File: config.mk
export PLATFORM = sky130hd
export DESIGN_NAME = irq_ack_responder
export DESIGN_NICKNAME = d
export VERILOG_FILES = /design/src/rtl/irq_ack_pkg.sv /design/src/rtl/bus_sync.sv /design/src/rtl/ack_cfg_regs.sv /design/src/rtl/ack_arbiter.sv /design/src/rtl/irq_ack_responder.sv
export SDC_FILE = /design/constraint.sdc
export NUM_CORES = 1
export LEC_CHECK = 0
export BUFFER_PORTS_ARGS = -buffer_cell sky130_fd_sc_hd__buf_2
export CAP_MARGIN = 20
export CORE_MARGIN = 4
export CORE_UTILIZATION = 45
export DETAILED_ROUTE_END_ITERATION = 10
export SLEW_MARGIN = 20
export SYNTH_ARGS = -nofsm -noshare
export SYNTH_HDL_FRONTEND = slang
export SYNTH_SLANG_ARGS = --single-unit
File: constraint.sdc
create_clock -name clk -period 2 [get_ports clk]
set_clock_uncertainty 0.1 [all_clocks]
set_input_delay 0.2 -clock clk [delete_from_list [all_inputs] [get_ports clk]]
set_output_delay 0.2 -clock clk [all_outputs]
set_load 0.01 [all_outputs]
File: src/rtl/irq_ack_pkg.sv
package irq_ack_pkg;
  typedef enum logic [1:0] {
    ST_IDLE = 2'd0,
    ST_ACK  = 2'd1,
    ST_PASS = 2'd2,
    ST_WAIT = 2'd3
  } ack_state_t;
endpackage

File: src/rtl/bus_sync.sv
module bus_sync #(
  parameter int WIDTH  = 1,
  parameter int STAGES = 2,
  parameter logic [WIDTH-1:0] INIT = '0
) (
  input  logic             clk,
  input  logic             rst,
  input  logic [WIDTH-1:0] d,
  output logic [WIDTH-1:0] q
);
  logic [WIDTH-1:0] chain [STAGES];

  always_ff @(posedge clk) begin
    if (rst) begin
      for (int i = 0; i < STAGES; i++) chain[i] <= INIT;
    end else begin
      chain[0] <= d;
      for (int i = 1; i < STAGES; i++) chain[i] <= chain[i-1];
    end
  end

  assign q = chain[STAGES-1];
endmodule

File: src/rtl/ack_cfg_regs.sv
module ack_cfg_regs #(
  parameter int NREQ  = 3,
  parameter int LVL_W = 7,
  parameter int VEC_W = 8,
  localparam int IW   = (NREQ > 1) ? $clog2(NREQ) : 1
) (
  input  logic                        clk,
  input  logic                        rst,
  input  logic                        we,
  input  logic [IW:0]                 waddr,
  input  logic [VEC_W-1:0]            wdata,
  output logic [NREQ-1:0][LVL_W-1:0]  level,
  output logic [NREQ-1:0][VEC_W-1:0]  vector
);
  for (genvar g = 0; g < NREQ; g++) begin : g_req
    logic sel;
    assign sel = we && (waddr[IW:1] == IW'(g));
    always_ff @(posedge clk) begin
      if (rst) begin
        level[g]  <= '0;
        vector[g] <= '0;
      end else if (sel) begin
        if (waddr[0]) vector[g] <= wdata;
        else          level[g]  <= wdata[LVL_W-1:0];
      end
    end
  end
endmodule

File: src/rtl/ack_arbiter.sv
module ack_arbiter #(
  parameter int NREQ  = 3,
  parameter int LVL_W = 7,
  localparam int IW   = (NREQ > 1) ? $clog2(NREQ) : 1
) (
  input  logic                        clk,
  input  logic                        rst,
  input  logic [NREQ-1:0]             pending,
  input  logic [NREQ-1:0][LVL_W-1:0]  level,
  input  logic [LVL_W-1:0]            addr,
  output logic                        hit,
  output logic [IW-1:0]               win_idx,
  output logic [NREQ-1:0]             grant
);
  logic [NREQ-1:0] match;

  for (genvar g = 0; g < NREQ; g++) begin : g_cmp
    assign match[g] = pending[g] && (level[g] == addr);
  end

  always_comb begin
    grant   = '0;
    win_idx = '0;
    for (int i = NREQ-1; i >= 0; i--) begin
      if (match[i]) begin
        grant   = '0;
        grant[i] = 1'b1;
        win_idx = IW'(i);
      end
    end
  end

  assign hit = |match;

  // one winner at most, and it is the lowest matching index
  a_r6_single_grant: assert property (@(posedge clk) disable iff (rst)
    $onehot0(grant) && (hit == (grant != '0)));
  a_r6_lowest_wins: assert property (@(posedge clk) disable iff (rst)
    (hit && match[0]) |-> grant[0]);
endmodule

File: src/rtl/irq_ack_responder.sv
module irq_ack_responder
  import irq_ack_pkg::*;
#(
  parameter int NREQ        = 3,
  parameter int LVL_W       = 7,
  parameter int VEC_W       = 8,
  parameter int SYNC_STAGES = 2,
  localparam int IW         = (NREQ > 1) ? $clog2(NREQ) : 1
) (
  input  logic              clk,
  input  logic              rst,
  input  logic [NREQ-1:0]   irq_pending,
  output logic [NREQ-1:0]   irq_drive_low,
  input  logic              iackin_n,
  input  logic              ds_n,
  input  logic              cs_n,
  input  logic [LVL_W-1:0]  addr,
  output logic [VEC_W-1:0]  data_out,
  output logic              data_oe,
  output logic              dtack_n,
  output logic              iackout_n,
  input  logic              cfg_we,
  input  logic [IW:0]       cfg_addr,
  input  logic [VEC_W-1:0]  cfg_wdata
);
  localparam int SW = LVL_W + 3;

  logic [SW-1:0] bus_raw, bus_s;
  logic iack_s, ds_s, cs_s;
  logic [LVL_W-1:0] addr_s;

  assign bus_raw = {iackin_n, ds_n, cs_n, addr};

  bus_sync #(.WIDTH(SW), .STAGES(SYNC_STAGES), .INIT({3'b111, {LVL_W{1'b0}}})) u_sync (
    .clk(clk), .rst(rst), .d(bus_raw), .q(bus_s)
  );
  assign {iack_s, ds_s, cs_s, addr_s} = bus_s;

  logic [NREQ-1:0][LVL_W-1:0] level;
  logic [NREQ-1:0][VEC_W-1:0] vector;

  ack_cfg_regs #(.NREQ(NREQ), .LVL_W(LVL_W), .VEC_W(VEC_W)) u_cfg (
    .clk(clk), .rst(rst), .we(cfg_we), .waddr(cfg_addr), .wdata(cfg_wdata),
    .level(level), .vector(vector)
  );

  logic            hit;
  logic [IW-1:0]   win_idx;
  logic [NREQ-1:0] grant;

  ack_arbiter #(.NREQ(NREQ), .LVL_W(LVL_W)) u_arb (
    .clk(clk), .rst(rst), .pending(irq_pending), .level(level), .addr(addr_s),
    .hit(hit), .win_idx(win_idx), .grant(grant)
  );

  logic cyc_valid;
  assign cyc_valid = !iack_s && !ds_s && cs_s;

  ack_state_t state;

  always_ff @(posedge clk) begin
    if (rst) begin
      irq_drive_low <= '0;
    end else begin
      irq_drive_low <= irq_pending;
    end
  end

  always_ff @(posedge clk) begin
    if (rst) begin
      state     <= ST_IDLE;
      dtack_n   <= 1'b1;
      iackout_n <= 1'b1;
      data_oe   <= 1'b0;
      data_out  <= '0;
    end else begin
      case (state)
        ST_IDLE: begin
          if (cyc_valid) begin
            if (hit) begin
              state    <= ST_ACK;
              dtack_n  <= 1'b0;
              data_oe  <= 1'b1;
              data_out <= vector[win_idx];
            end else begin
              state     <= ST_PASS;
              iackout_n <= 1'b0;
            end
          end
        end
        ST_ACK: begin
          if (ds_s) begin
            state    <= ST_WAIT;
            dtack_n  <= 1'b1;
            data_oe  <= 1'b0;
            data_out <= '0;
          end
        end
        ST_WAIT: begin
          if (iack_s) state <= ST_IDLE;
        end
        ST_PASS: begin
          if (iack_s) begin
            state     <= ST_IDLE;
            iackout_n <= 1'b1;
          end
        end
        default: state <= ST_IDLE;
      endcase
    end
  end

  // a response starts only from a recognised acknowledge cycle
  a_r2_valid_cycle: assert property (@(posedge clk) disable iff (rst)
    ($fell(dtack_n) || $fell(iackout_n)) |-> ($past(cs_s) && !$past(ds_s) && !$past(iack_s)));
  // acknowledge held while the strobe stays low
  a_r5_dtack_hold: assert property (@(posedge clk) disable iff (rst)
    (!dtack_n && !ds_s) |=> !dtack_n);
  // output enable only together with the acknowledge
  a_r5_oe_with_dtack: assert property (@(posedge clk) disable iff (rst)
    data_oe == !dtack_n);
  // never answer and forward in the same cycle
  a_r7_exclusive: assert property (@(posedge clk) disable iff (rst)
    !(!dtack_n && !iackout_n));
  // forwarding stops once acknowledge-in is released
  a_r7_release: assert property (@(posedge clk) disable iff (rst)
    (!iackout_n && iack_s) |=> iackout_n);
  // after release, no new acknowledge until acknowledge-in goes high
  a_r9_single: assert property (@(posedge clk) disable iff (rst)
    ($rose(dtack_n) && !iack_s) |=> dtack_n);
endmodule

; Word-level counts from Yosys, hierarchy flattened
; Memory sizes are Yosys's and may differ from the RTL's.
; Index checks and enable logic that the tools add are counted.
; W data, S select, Z words.
[word_totals]
reg_bits = 61
latch_bits = 0
mem_bits_rw = 20
romBits = 0
inputBits = 27
output_inout_bits = 14
elab_cells = 87
memories = 1
[memory_table]
columns = memory, depth, width, rd, rd_ports_with_merged_regs, wr, line_no
row1 = u_sync.chain, 2, 10, 2, 0, 2, bus_sync.sv:11  ; logic [WIDTH-1:0] chain [STAGES];
[classes]
addsub = 0
mul = 0
n_div = 0
n_lt_le_gt_ge = 1
n_eq_ne = 14
shifts = 0
n_mux = 31
n_bitwise = 3
n_reduce_logical = 25
[op_table]
columns = cell, n
row1 = $mux W8, 4
row2 = $eq A7 B7 Y1, 3
row3 = $mux W10, 2
row4 = $bmux W8 S2, 1
row5 = $pmux W8 S2, 1
row6 = $mux W2, 7
row7 = $mux W1, 12
row8 = $reduce_and A2 Y1, 6
row9 = $ne A2 B2 Y1 const B, 5
row10 = $logic_and A1 B1 Y1, 8
row11 = $reduce_and A4 Y1, 2
row12 = $eq A2 B2 Y1 const B, 3
row13 = $pmux W1 S2, 3
row14 = $pmux W2 S3, 1
row15 = $eq A2 B1 Y1 const B, 2
row16 = $logic_not A2 Y1, 2
row17 = $reduce_bool A2 Y1, 2
row18 = $lt A2 B3 Y1 const B, 1
row19 = $reduce_and A3 Y1, 1
row20 = $reduce_or A3 Y1, 1
row21 = $logic_not A1 Y1, 2
row22 = $ne A2 B1 Y1 const B, 1
row23 = $or A1 B1 Y1, 2
row24 = $reduce_or A2 Y1, 1
row25 = $not A1 Y1, 1

; Longest topological paths before layout
; Gate-level depths: netlist of the first run.
[depth]
depth_word = 10
ltp_mapped = 7
ltp_nobuf = 6

; Hierarchy
; Synthesis of the first run repeated with hierarchy kept, for this count alone.
[hier_totals]
cells_unflattened = 333
area_unflattened_um2 = 3580.9
[modules_own_cells]
columns = mod, instances, cells_each, area_each_um2
row1 = ack_cfg_regs, 1, 160, 1804.2
row2 = irq_ack_responder, 1, 86, 882.1
row3 = bus_sync, 1, 52, 616.8
row4 = ack_arbiter, 1, 35, 277.8

; Worst setup path after synthesis of the first run
; No wires, ideal clock.
[synth_timing]
path_kind = register to register
from = memory u_sync.chain[0][14] (netlist bit)
to = register data_out[0]
arrival_ps = 1611
setup_slack_ps = 154
path_stages_with_launch = 8
n_path_buf = 1
period_less_slack_ps = 1846
cell_sequence = dfxtp_1 -> xor2_1 -> nor4_1 -> nand4_1 -> nor2b_1 -> buf_6 -> a222oi_1 -> o32ai_1
[synth_rtl]
columns = item, line_no
row1 = from (decl), bus_sync.sv:11
row2 = to (signal assigned), irq_ack_responder.sv:84  ; data_out <= vector[win_idx];
row3 = to (decl), irq_ack_responder.sv:18  ; output logic [VEC_W-1:0] data_out,

; Final worst setup path of the first run
[layout_timing]
from = register u_cfg.level[8] (netlist bit)
to = register data_out[5]
[layout_between]
elab_chain_cells = 9
[layout_lines]
columns = item, line_no
row1 = from (decl), ack_cfg_regs.sv:12  ; output logic [NREQ-1:0][LVL_W-1:0] level,
row2 = "from (signal, indexed assignment)", ack_cfg_regs.sv:24  ; else level[g] <= wdata[LVL_W-1:0];
row3 = $eq A7 B7 Y1 (*), ack_arbiter.sv:18  ; assign match[g] = pending[g] && (level[g] == addr);
row4 = $logic_and A1 B1 Y1 (*), ack_arbiter.sv:18
row5 = $mux W2 (2 in series), ack_arbiter.sv:25  ; if (match[i]) begin
row6 = $bmux W8 S2, irq_ack_responder.sv:84
row7 = $mux W8 (not written as such), irq_ack_responder.sv:84
row8 = $mux W8, irq_ack_responder.sv:80  ; if (hit) begin
row9 = $mux W8, irq_ack_responder.sv:79  ; if (cyc_valid) begin
row10 = $pmux W8 S2, irq_ack_responder.sv:77  ; case (state)
; Mark *: on every way between the ends. The rest lies on a longest branch, timed or not. The select of a mux whose other input is x is not followed.
; A chain may end at the register's enable or synchronous reset.

==> results of run 1 <==
[final cells by class]
type	instances	area, sq um	share of cell area (%)
well taps	96	120	3.04
multi-input cells	230	1460	37.0
repair buffers	70	457	11.6
flip-flops and latches	81	1620	41.1
clock inverters	7	118	2.98
inverters	12	45.0	1.14
clock buffers	9	124	3.14
[registers in the layout, summed over array words and instances, names as in the netlist]
register and flops:
data_oe 1, data_out 8, dtack_n 1, iackout_n 1, irq_drive_low 3, state 2
u_cfg.level 21, u_cfg.vector 24, u_sync.chain 20
[power by group]
group          switching, uW  leakage (uW)  internal, uW
sequential              31.7      0.000661          1660
combinational            181      0.000761           153
clock                    586      0.000124           831
[worst min path at each step]
stage,start,to,cells past startpoint
global route,irq_pending[0],irq_drive_low[0],2
detailed placement,iackin_n,u_sync.chain[0][9],2
floorplan,cs_n,u_sync.chain[0][7],1
CTS,irq_pending[0],irq_drive_low[0],2
finish,irq_pending[0],irq_drive_low[0],2
global placement,ds_n,u_sync.chain[0][8],2
[worst register-to-register path: stages (launching register included)]
cell and delay, ns:
dfxtp_2 0.33, xor2_1 0.16, nor4_2 0.32, nand4_1 0.25, a21o_4 0.32, a222oi_1 0.37, o32ai_1 0.12
[layer usage]
layer  global-route usage (%)  routed length (microns)  vias up
met5                        0                        0        -
met4                     6.91                       96        0
met3                     3.23                      275       10
met2                     31.0                     3690       49
met1                     21.7                     3050     1122
li1                         -                        -     1274
[cell usage in the layout (no fill, tap or decap), types with 11 or more instances in the layout]
master,instances
nand2_1,53
nor2b_1,19
buf_2,40
buf_4,18
mux2i_1,21
dlygate4sd3_1,11
a21oi_1,26
nor2_1,28
dfxtp_1,79
xor2_1,12
inv_1,12
[what timing repair did]
| item | in CTS | in global routing |
|---|---|---|
| resized for setup | 10 | 4 |
| hold buffers | 11 | 0 |
| pin swaps | 12 | 6 |
| hold endpoints to repair | 11 | 0 |
| setup endpoints to repair | 10 | 13 |
| setup buffers | 3 | 1 |
[through the flow]
step	utilization, %	worst slack, ns	hold WS [ns]	power (uW)	TNS [ns]
3_5_place_dp	51.5	-0.220	0.287	2020	-1.58
6_report	58.1	-0.0888	0.00366	3450	-0.388
4_1_cts	57.8	-0.0931	0.00374	3460	-0.569
2_1_floorplan	-	0.154	0.204	1900	0
3_3_place_gp	51.5	-0.118	0.282	2010	-0.870
5_1_grt	58.1	-0.255	0.0152	3590	-1.89
[logic make-up after synthesis]
| kind of cell | count (synthesis) | synth area share, % |
|---|---|---|
| AND/OR/NAND/NOR | 133 | 20.2 |
| flip-flops | 81 | 51.7 |
| AO/OA/AOI/OAI | 55 | 12.0 |
| buffers and inverters | 27 | 3.51 |
| XOR/XNOR | 21 | 5.87 |
| multiplexers | 21 | 6.71 |
==> summary.md, run 1 <==
The commonest cells after synthesis are dfxtp_1 (81), nand2_1 (53), nor2_1 (28). STA classifies the critical path startpoint as a flip-flop. For the number of H-tree levels, the log shows 3. The setup slack of the critical path after layout was -0.0888 ns. The endpoint of the most critical setup path was data_out[5]. Sequential area share after synthesis: 51.7%.

The tools report the instance count of the mapped netlist as 338. The DRC violations left came out at 0. The die is 91.5 microns wide. The flow ran to the end, but the final reports show violations.

In this run the clock root is driven by a clkbuf_8. During placement, the flow inserted port buffers numbering 40. Detailed placement finished with a half-perimeter wire length of 4950 microns.

Once placement completed, the tool counted placed cells totaling 474. Synthesis instantiated 33 different standard cells from the library. The final routed wirelength across all metal layers was 7120 microns. The cell area reported after detailed placement came out at 3500 sq um. The most critical setup path has its startpoint at u_cfg.level[8]. The post-route netlist has 23.2% of its cells at a drive strength greater than 1. The standard cell with the maximum stage delay on the critical path was a222oi_1. The largest vdd supply drop was 0.523 mV. The worst register-to-register path begins at u_cfg.level[8].

After detailed routing, the number of vias per cell comes to 4.86. The number of storage elements in the synthesis netlist works out to 81. The synthesized design devotes to its leading area cell type 51.7% of total area. The tools report the total CTS buffers as 9. Once the floorplan was initialized, standard cells occupied 46.1% of the core.

In this run the core area contains 30 standard-cell rows. The tools report the sort of element at the end of the critical path as a flip-flop. In this run the vertical extent of the chip is 91.5 microns. The first routing iteration left 164 violations. The count of placed standard cells in the final layout, fillers left out is 505. Along the worst path, the maximum fanout reaches 8. The layout overhead on the synthesized area is 26.0%, and the final non-filler cell area is 3950 sq um. The final weighted congestion in routability-driven placement was 0.793.

Of the available clock period, the critical path in the final layout requires 104%. The worst-case register-to-register setup slack was -0.09 ns; the fraction of registers with async set/reset was 0%. Of all cell types, the one taking the most synthesized area is dfxtp_1.

The final max-slew violation count was 0; the core area was 6790 sq um. The final hold violation count is 0, and the number of antenna cells inserted is 0. The most used flip-flop cell after synthesis is dfxtp_1.

The required time of the critical path came out at 2.12 ns. The analysis attributes to cell leakage a power of 0.00155 uW. In this run the deepest clock path goes through 2 buffers.

The initial antenna violation count is 0, and the total buffers and inverters traversed by the critical path is 0. The achievable clock frequency came out at 0.479 GHz. By area the synthesized netlist is led by dfxtp_1 (52%), mux2i_1 (6.7%), nand2_1 (6.3%). The signal on the critical path passes through xor2_1 > nor4_2 > nand4_1 > a21o_4 > a222oi_1 > o32ai_1.

Data arrives at the worst endpoint at 2.20 ns. Endpoint of the worst register-to-register path: data_out[5]. The tools report the post-layout net count as 431. The number of nets handed over by synthesis was 365. The run gives 11,700 microns as the wire length of the first global-routing pass. In the global route stage, overall resource usage came out at 17.8%. The total congestion overflow is 0.

The maximum single-stage delay on the critical path is 0.37 ns. The clock latency on the worst-skew pair was 0.34 ns; the number of enable flip-flop cells after synthesis was 0. The die covers 8360 sq um. The category of the critical setup timing path is flip-flop to flip-flop. The run gives 7 as the first-pass detailed-route iteration total. Max-cap violations in this run came to 0. Grouping stages by cell kind, the critical path spends the most delay in compound AO/OA/AOI/OAI gates.

The detail route stage leaves a number of antenna-violating nets equal to 0. The via count of the first global-routing pass came out at 2,369. Across all layers, the routed design uses 2,455 vias. After clock tree synthesis, the clock-pin slew on the worst setup and hold paths is 0.08 ns.

In this run the count of I/O pins placed on the die edge is 41. Entering global routing, the biggest net connects 33 pins. The transition time at the pin with the least slew margin is 0.590 ns. dfxtp_1 is the most common cell in the netlist.

The number of inserted filler cells in the final layout was 603; the average instance area after synthesis was 9.27 sq um. The relative max-transition margin was 60.5%; the number of warnings printed during yosys synthesis was 0. TritonCTS built the clock tree.

The number of cells on the worst reg-to-reg path was 6. The checks that failed: negative setup slack. The wire length per cell came out at 14.1 microns.

For this design, the sink count on the clock tree is 81. Setup repair after global routing could not meet its margin everywhere. Power spread over the standard cell area amounts to 872 nW/um^2.

The post-synthesis instance area is 3130 sq um. The tightest min-delay check is of the input port to flip-flop type. Setup violations remaining at the end of the flow were counted as 8. The depth of the critical timing path with buffers and inverters included is 6, and the clock period minus worst slack is 2.09 ns.
Note: power is estimated with default switching activity, not from simulation.
==> inputs of run 2 (changes only) <==
RECOVER_POWER = 50   (was not set)
==> run 2 against run 1 <==
  * Design area is 0.13% lower
  * Wire length hardly changed
  * Total power hardly changed
  * First-iteration DRC count is 1.2% lower
  * The flow still finishes with violations (negative setup slack)
  * Core utilization is 0.074 points lower
  * Global-route usage stayed put
  * Flip-flop and latch count stayed put
  * Largest power group unchanged
  * Critical path depth stayed put
  * Via count stayed put
  * Largest cell class unchanged
==> summary.md, run 2 (synthesis gave the netlist of run 1 again) <==
Subtracting the final worst setup slack from the clock period gives 2.09 ns. The filler cells instantiated in the layout total 606. Timing would allow up to 0.478 GHz. The initial antenna violation count was 0; the required time of the critical path was 2.11 ns. The longest clock path from root to sink contains 2 buffers.

In this run the power spent charging and discharging nets is 799 uW. Category of the critical setup timing path: flip-flop to flip-flop. Of the cells placed in the final design, the portion with a size suffix greater than 1 is 22.7%. VDD sags by at most 0.523 mV. Sequential cells burn 49.2% of the power. The first-pass detailed-route iteration total came out at 7.

The flip-flop count of the largest register, all copies and words added works out to 24. Leaving out fill and tap cells, the most frequent cells in the layout are dfxtp_1 (79), nand2_1 (53), buf_2 (37), nor2_1 (28), a21oi_1 (26). For this design, the sink count on the clock tree is 81. Detailed placement ended at an HPWL of 4950 microns.

The checks that failed: negative setup slack. After detailed routing, the number of vias per cell comes to 4.86. The post-layout total power was 3440 uW; the row count was 30.

The part of the power in the clock network came out at 41.2%. The run gives -0.0915 ns as the setup slack of the critical path after layout. In this run the vertical extent of the chip is 91.5 microns. For this block, the via count after detailed routing is 2,455.

For the final max-slew violation count, the log shows 0. The count of nets left with antenna violations once routing finished came out at 0. Largest fanout of any net on the critical path: 8. The number of buffers and inverters on the critical path is 0. The tools report the startpoint type of the worst setup path as a flip-flop. The tools report the number of antenna cells inserted as 0.

The sort of element at the end of the critical path was a flip-flop. The setup TNS is -0.391 ns, and the final routed wirelength across all metal layers is 7120 microns. The wire length per cell was 14.1 microns.

The DRC violations left is 0. Entering global routing, the biggest net connects 33 pins. The transition time at the pin with the least slew margin is 0.641 ns. The clock reaches the later pin of the worst-skew pair after 0.34 ns. The run finished, with violations left. The tools report the post-layout net count as 431. The cell sitting at the root of the clock tree is a clkbuf_8.

The final hold violation count was 0. The net switching fraction of the power is 23.2%, and the number of H-tree levels is 3. After clock tree synthesis, the clock-pin slew on the worst setup and hold paths is 0.08 ns. The critical path goes through xor2_1 > nor4_2 > nand4_1 > a21o_4 > a222oi_1 > o32ai_1. The total power divided by cell area came out at 873 nW/um^2.

Counting flops per register, the top entry is u_cfg.vector. The slowest stage of the critical path is the a222oi_1 cell. Combinational logic is responsible for 9.7% of the overall power. In this run the count of I/O pins placed on the die edge is 41.

The effective utilization at floorplan is 46.1%. For the setup-violating endpoint count in the final report, the log shows 8. The iteration-0 DRC count of the detailed router was 162. Setup repair after global routing could not meet its margin everywhere. Across every metal layer, demand over resource in global routing totals 17.8%.

From synthesis to final layout, the design area changed by 25.9%. The tools report the total CTS buffers as 9. Cell internal power was estimated by the tool at 2640 uW. Routability-driven placement finished with a final weighted congestion of 0.793.

For the relative max-transition margin, the log shows 57.3%. In this run the horizontal extent of the chip is 91.5 microns. Leaving out fill and tap cells, the most frequent cell in the layout is dfxtp_1. The number of maximum-capacitance constraint violations was 0.

The cell family contributing the most delay on the critical path is compound AO/OA/AOI/OAI gates. The maximum single-stage delay on the critical path is 0.37 ns. TritonCTS built the clock tree.

The largest registers in the layout are u_cfg.vector x24, u_cfg.level x21, u_sync.chain x20. Summed over all layers, the global routing overflow is 0. The total leakage power was 0.00154 uW; the via count of the first global-routing pass was 2,369. Of the available clock period, the critical path in the final layout requires 105%. Cells fill 58.1% of the core in the end.

The core area is 6790 sq um, and the die area is 8360 sq um. The wire length of the first global-routing pass is 11,700 microns, and the data arrival time of the critical path is 2.20 ns. The type of the worst min-delay path is input port to flip-flop.

The count of buffers added on input and output ports is 40.
==> run 2: cell types whose count changed in the layout (fill, tap and decap cells not counted) <==
cell / change
buf_4: -1
buf_2: -3
clkbuf_2: +2
clkbuf_1: +2
==> run 2: worst reg2reg max path: cells and delay by family (launching register included) <==
kind | cells | cell delay [ns]
compound gates | 3 | 0.81
simple gates | 2 | 0.57
flops | 1 | 0.33
xor+xnor | 1 | 0.16
==> run 2: cell type report <==
cell class | instances | area [sq um] | share of cell area [%]
Inverter | 12 | 45.0 | 1.14
Timing Repair Buffer | 70 | 452 | 11.4
Sequential cell | 81 | 1620 | 41.2
Tap cell | 96 | 120 | 3.04
Clock inverter | 7 | 118 | 2.98
Multi-Input combinational cell | 230 | 1460 | 37.1
Clock buffer | 9 | 124 | 3.14
==> run 2: power groups by stage <==
stage               combinational (uW)  clock [uW]  sequential [uW]
floorplan                          178           0             1730
global placement                   282           0             1730
detailed placement                 286           0             1730
CTS                                328        1440             1690
global route                       371        1510             1700
finish                             333        1420             1690
==> run 2: per-stage QoR <==
step / hold slack, ns / cell area, sq um / cells / setup slack [ns]
2_1_floorplan: 0.204 / 3130 / 338 / 0.154
3_3_place_gp: 0.282 / 3500 / 474 / -0.118
3_5_place_dp: 0.287 / 3500 / 474 / -0.220
4_1_cts: 0.00374 / 3930 / 504 / -0.0931
5_1_grt: 0.0152 / 3950 / 505 / -0.255
6_report: 0.00366 / 3950 / 505 / -0.0915
==> run 2: final timing paths <==
path / slack [ns] / end / cells past startpoint / start
worst max register to register: -0.09 / data_out[5] / 6 / u_cfg.level[8]
worst max-delay path: -0.09 / data_out[5] / 6 / u_cfg.level[8]
worst min register to register: 0.32 / u_sync.chain[0][18] / 1 / u_sync.chain[0][8]
worst min-delay path: 0.004 / irq_drive_low[0] / 2 / irq_pending[0]
==> run 2: what timing repair did <==
action | 4_1_cts | 5_1_grt
buffers inserted | 3 | 1
resized for setup | 10 | 4
pin swaps | 12 | 6
endpoints found under the setup margin | 10 | 13
hold buffers | 11 | 0
endpoints found under the hold margin | 11 | 0
==> run 2: layer usage <==
metal / global-route usage (%) / wire length, microns / vias up
met3: 3.23 / 275 / 10
met1: 21.7 / 3050 / 1122
met2: 31.0 / 3690 / 49
li1: - / - / 1274
met4: 6.91 / 96 / 0
met5: 0 / 0 / -
==> inputs of run 3 (changes only) <==
CORE_MARGIN = not set   (was 4)
==> run 3 against run 2 <==
  * The run still ends with negative setup slack left
  * Count of clock-buffer cells in the layout up 1
  * Flip-flop and latch count unchanged
  * Core utilization about the same
  * Highest routed layer unchanged
  * Sequential share of layout area up 0.27 points
  * Design area down 0.51%
  * Setup slack better by 0.033 ns
  * Largest power group unchanged
  * Critical endpoint is now data_out[4]
  * Die area down 13%
  * Wire length down 1.6%
==> summary.md, run 3 (synthesis gave the netlist of run 1 again) <==
Total congestion overflow: 0. The standard cell with the maximum stage delay on the critical path was a222oi_1. The tools report the required time of the critical path as 2.12 ns. Setup repair after global routing could not meet its margin everywhere. The die is 85.5 microns tall. The worst hold path was traced through 2 stages. Share of the cycle needed by the critical path after routing: 103%. After the first detailed-routing iteration, the DRC count stood at 181. Relative to the synthesized area, the layout overhead comes to 25.2%. The post-route netlist has 22.5% of its cells at a drive strength greater than 1.

Walking the worst path, the cells encountered are xor2_1 > nor4_2 > nand4_1 > a21o_4 > a222oi_1 > o32ai_1. The tools report the critical register-to-register path startpoint as u_cfg.level[11]. For this run, design rule violations remaining after detail routing come to 0. The worst pin sits at a relative slew slack of 6.18%. The die is 85.5 microns wide. The clock period minus worst slack works out to 2.06 ns. The startpoint of the most critical hold path was irq_pending[2].

Routability-driven placement finished with a final weighted congestion of 0.801. The sort of element at the end of the critical path is a flip-flop. Final max-slew violation count: 0. The wire length of the first global-routing pass is 11,200 microns.

Setup violations remaining at the end of the flow were counted as 8. The die area was 7300 sq um. The initial antenna violation count was 0; the placed instance count was 460. Across all layers, the routed design uses 2,511 vias.

STA classifies the critical path startpoint as a flip-flop. Clock tree synthesis inserted a total of 9 buffers. On the worst path, the slowest cell contributes a delay of 0.36 ns. In the final layout, the registers with the most flip-flops are u_cfg.vector x24, u_cfg.level x21, u_sync.chain x20. Leaving out fill and tap cells, the most frequent cell in the layout is dfxtp_1. The logs give 81 for the TritonCTS sink count and 6 for the first-pass detailed-route iteration total.

Setup slack of the critical path after layout: -0.0585 ns. Endpoint of the worst register-to-register path: data_out[4]. In the final design database the tool counted 436 nets. In this run the power density over the cells is 822 nW/um^2. IR analysis of the VDD net gives a maximum drop of 0.606 mV. Entering global routing, the biggest net connects 38 pins. The achievable clock frequency is 0.486 GHz, and the final hold violation count is 0. The number of buffers inserted by port buffering is 40, and the flip-flop count of the largest register, all copies and words added is 24. The final layout contains routed wiring with a total length of 7010 microns. Clock-pin slew was measured on the worst setup and hold paths at 0.08 ns. Overall track demand over capacity in global routing: 20.3%. The H-tree was split into 3 levels.

TritonCTS built the clock tree. Clock tree synthesis selected as its root buffer the cell clkbuf_8. Dividing the detail-routed via count by the number of cells gives 5.08.

For the via count of the first global-routing pass, the log shows 2,360. In the layout the commonest cells are dfxtp_1 (77), nand2_1 (53), buf_2 (39), nor2_1 (28), a21oi_1 (26). u_cfg.vector holds more flip-flops than any other register.

For the data arrival time of the critical path, the log shows 2.18 ns. At the pin with the least slew margin, the transition time is 1.41 ns. The number of maximum-capacitance constraint violations is 0.

The wire length per cell was 14.2 microns; the effective utilization at floorplan was 46.4%. For the worst-case register-to-register setup slack, the log shows -0.06 ns. For the post-layout total power, the log shows 3230 uW.

The HPWL after detailed placement is 4830 microns. Row generation in the floorplan step produced 30 rows. In this run the standard cell core region covers 6760 sq um.

Number of antenna cells inserted: 0. The category of the critical setup timing path was flip-flop to flip-flop. The min-delay analysis places its worst path in the category input port to flip-flop. The run gives 494 as the count of placed standard cells in the final layout, fillers left out. The final reports fail on negative setup slack. The endpoint of the worst hold-timing path is irq_drive_low[2]. The pre-CTS setup slack is -0.140 ns, and the number of cells on the worst reg-to-reg path is 6. The flow ran to the end, but the final reports show violations. The tools report the buffer depth of the longest clock path as 2.

41 I/O pins were placed. The largest fanout of any net on the critical path is 8. The total leakage power was 0.00153 uW. The logs give 0.0187 ns for the worst hold slack and 0.35 ns for the clock latency on the worst-skew pair. The detail route stage leaves a number of antenna-violating nets equal to 0.
[run 3: cell types whose count changed in the layout (fill, tap and decap cells not counted), moves of 2 or more]
cell	previous run	this run
dfxtp_2	2	4
dlygate4sd3_1	11	13
clkbuf_1	2	4
clkbuf_2	2	0
nor3_1	0	2
nor3_2	2	0
buf_2	37	39
clkinvlp_4	0	2
dfxtp_1	79	77
bufinv_16	3	1
[run 3: metrics by stage]
stage	setup TNS (ns)	util, %	cell area (sq um)
final	-0.216	58.1	3930
after global routing	-1.35	58.1	3930
after CTS	-0.323	57.1	3860
after detailed placement	-0.845	51.9	3510
after global placement	-0.620	51.9	3510
after floorplan	0	-	3130
[run 3: worst max-delay path by stage]
stage / from / endpoint / cells after the start
finish: u_cfg.level[11] / data_out[4] / 6
global route: u_cfg.level[11] / data_out[4] / 6
CTS: u_cfg.level[11] / data_out[4] / 6
detailed placement: u_cfg.level[11] / data_out[4] / 6
global placement: u_cfg.level[11] / data_out[0] / 6
floorplan: u_sync.chain[0][14] / data_out[0] / 7
[run 3: critical path: cells and delay by family (launching register included)]
| kind | cells | cell delay, ns |
|---|---|---|
| flip-flops | 1 | 0.33 |
| AO/OA/AOI/OAI | 3 | 0.78 |
| XOR/XNOR | 1 | 0.16 |
| AND/OR/NAND/NOR | 2 | 0.57 |
[run 3: area by class of cell]
class                           count  area [sq um]
Timing Repair Buffer               75           512
Fill cell                         630          2830
Sequential cell                    81          1630
Clock buffer                       10           138
Clock inverter                      6          67.6
Tap cell                           80           100
Multi-Input combinational cell    230          1440
Inverter                           12          45.0
[run 3: repair_timing]
action,CTS,global route
setup buffers,0,4
hold buffers,13,0
hold endpoints to repair,15,0
pin swaps,3,9
gates resized for setup,3,12
cloned,0,1
endpoints found under the setup margin,8,10
[run 3: power by group]
part | total [uW] | internal (uW) | switching, uW
registers | 1690 | 1660 | 31.4
clock network | 1200 | 612 | 585
logic | 336 | 159 | 178
[run 3: per-layer routing]
layer  share of wire (%)  vias up  track usage, %
met4                 2.6        0            9.70
met5                   0        -               0
met1                  44     1152            23.4
li1                    -     1286               -
met3                 3.6       16            4.77
met2                  50       57            35.3
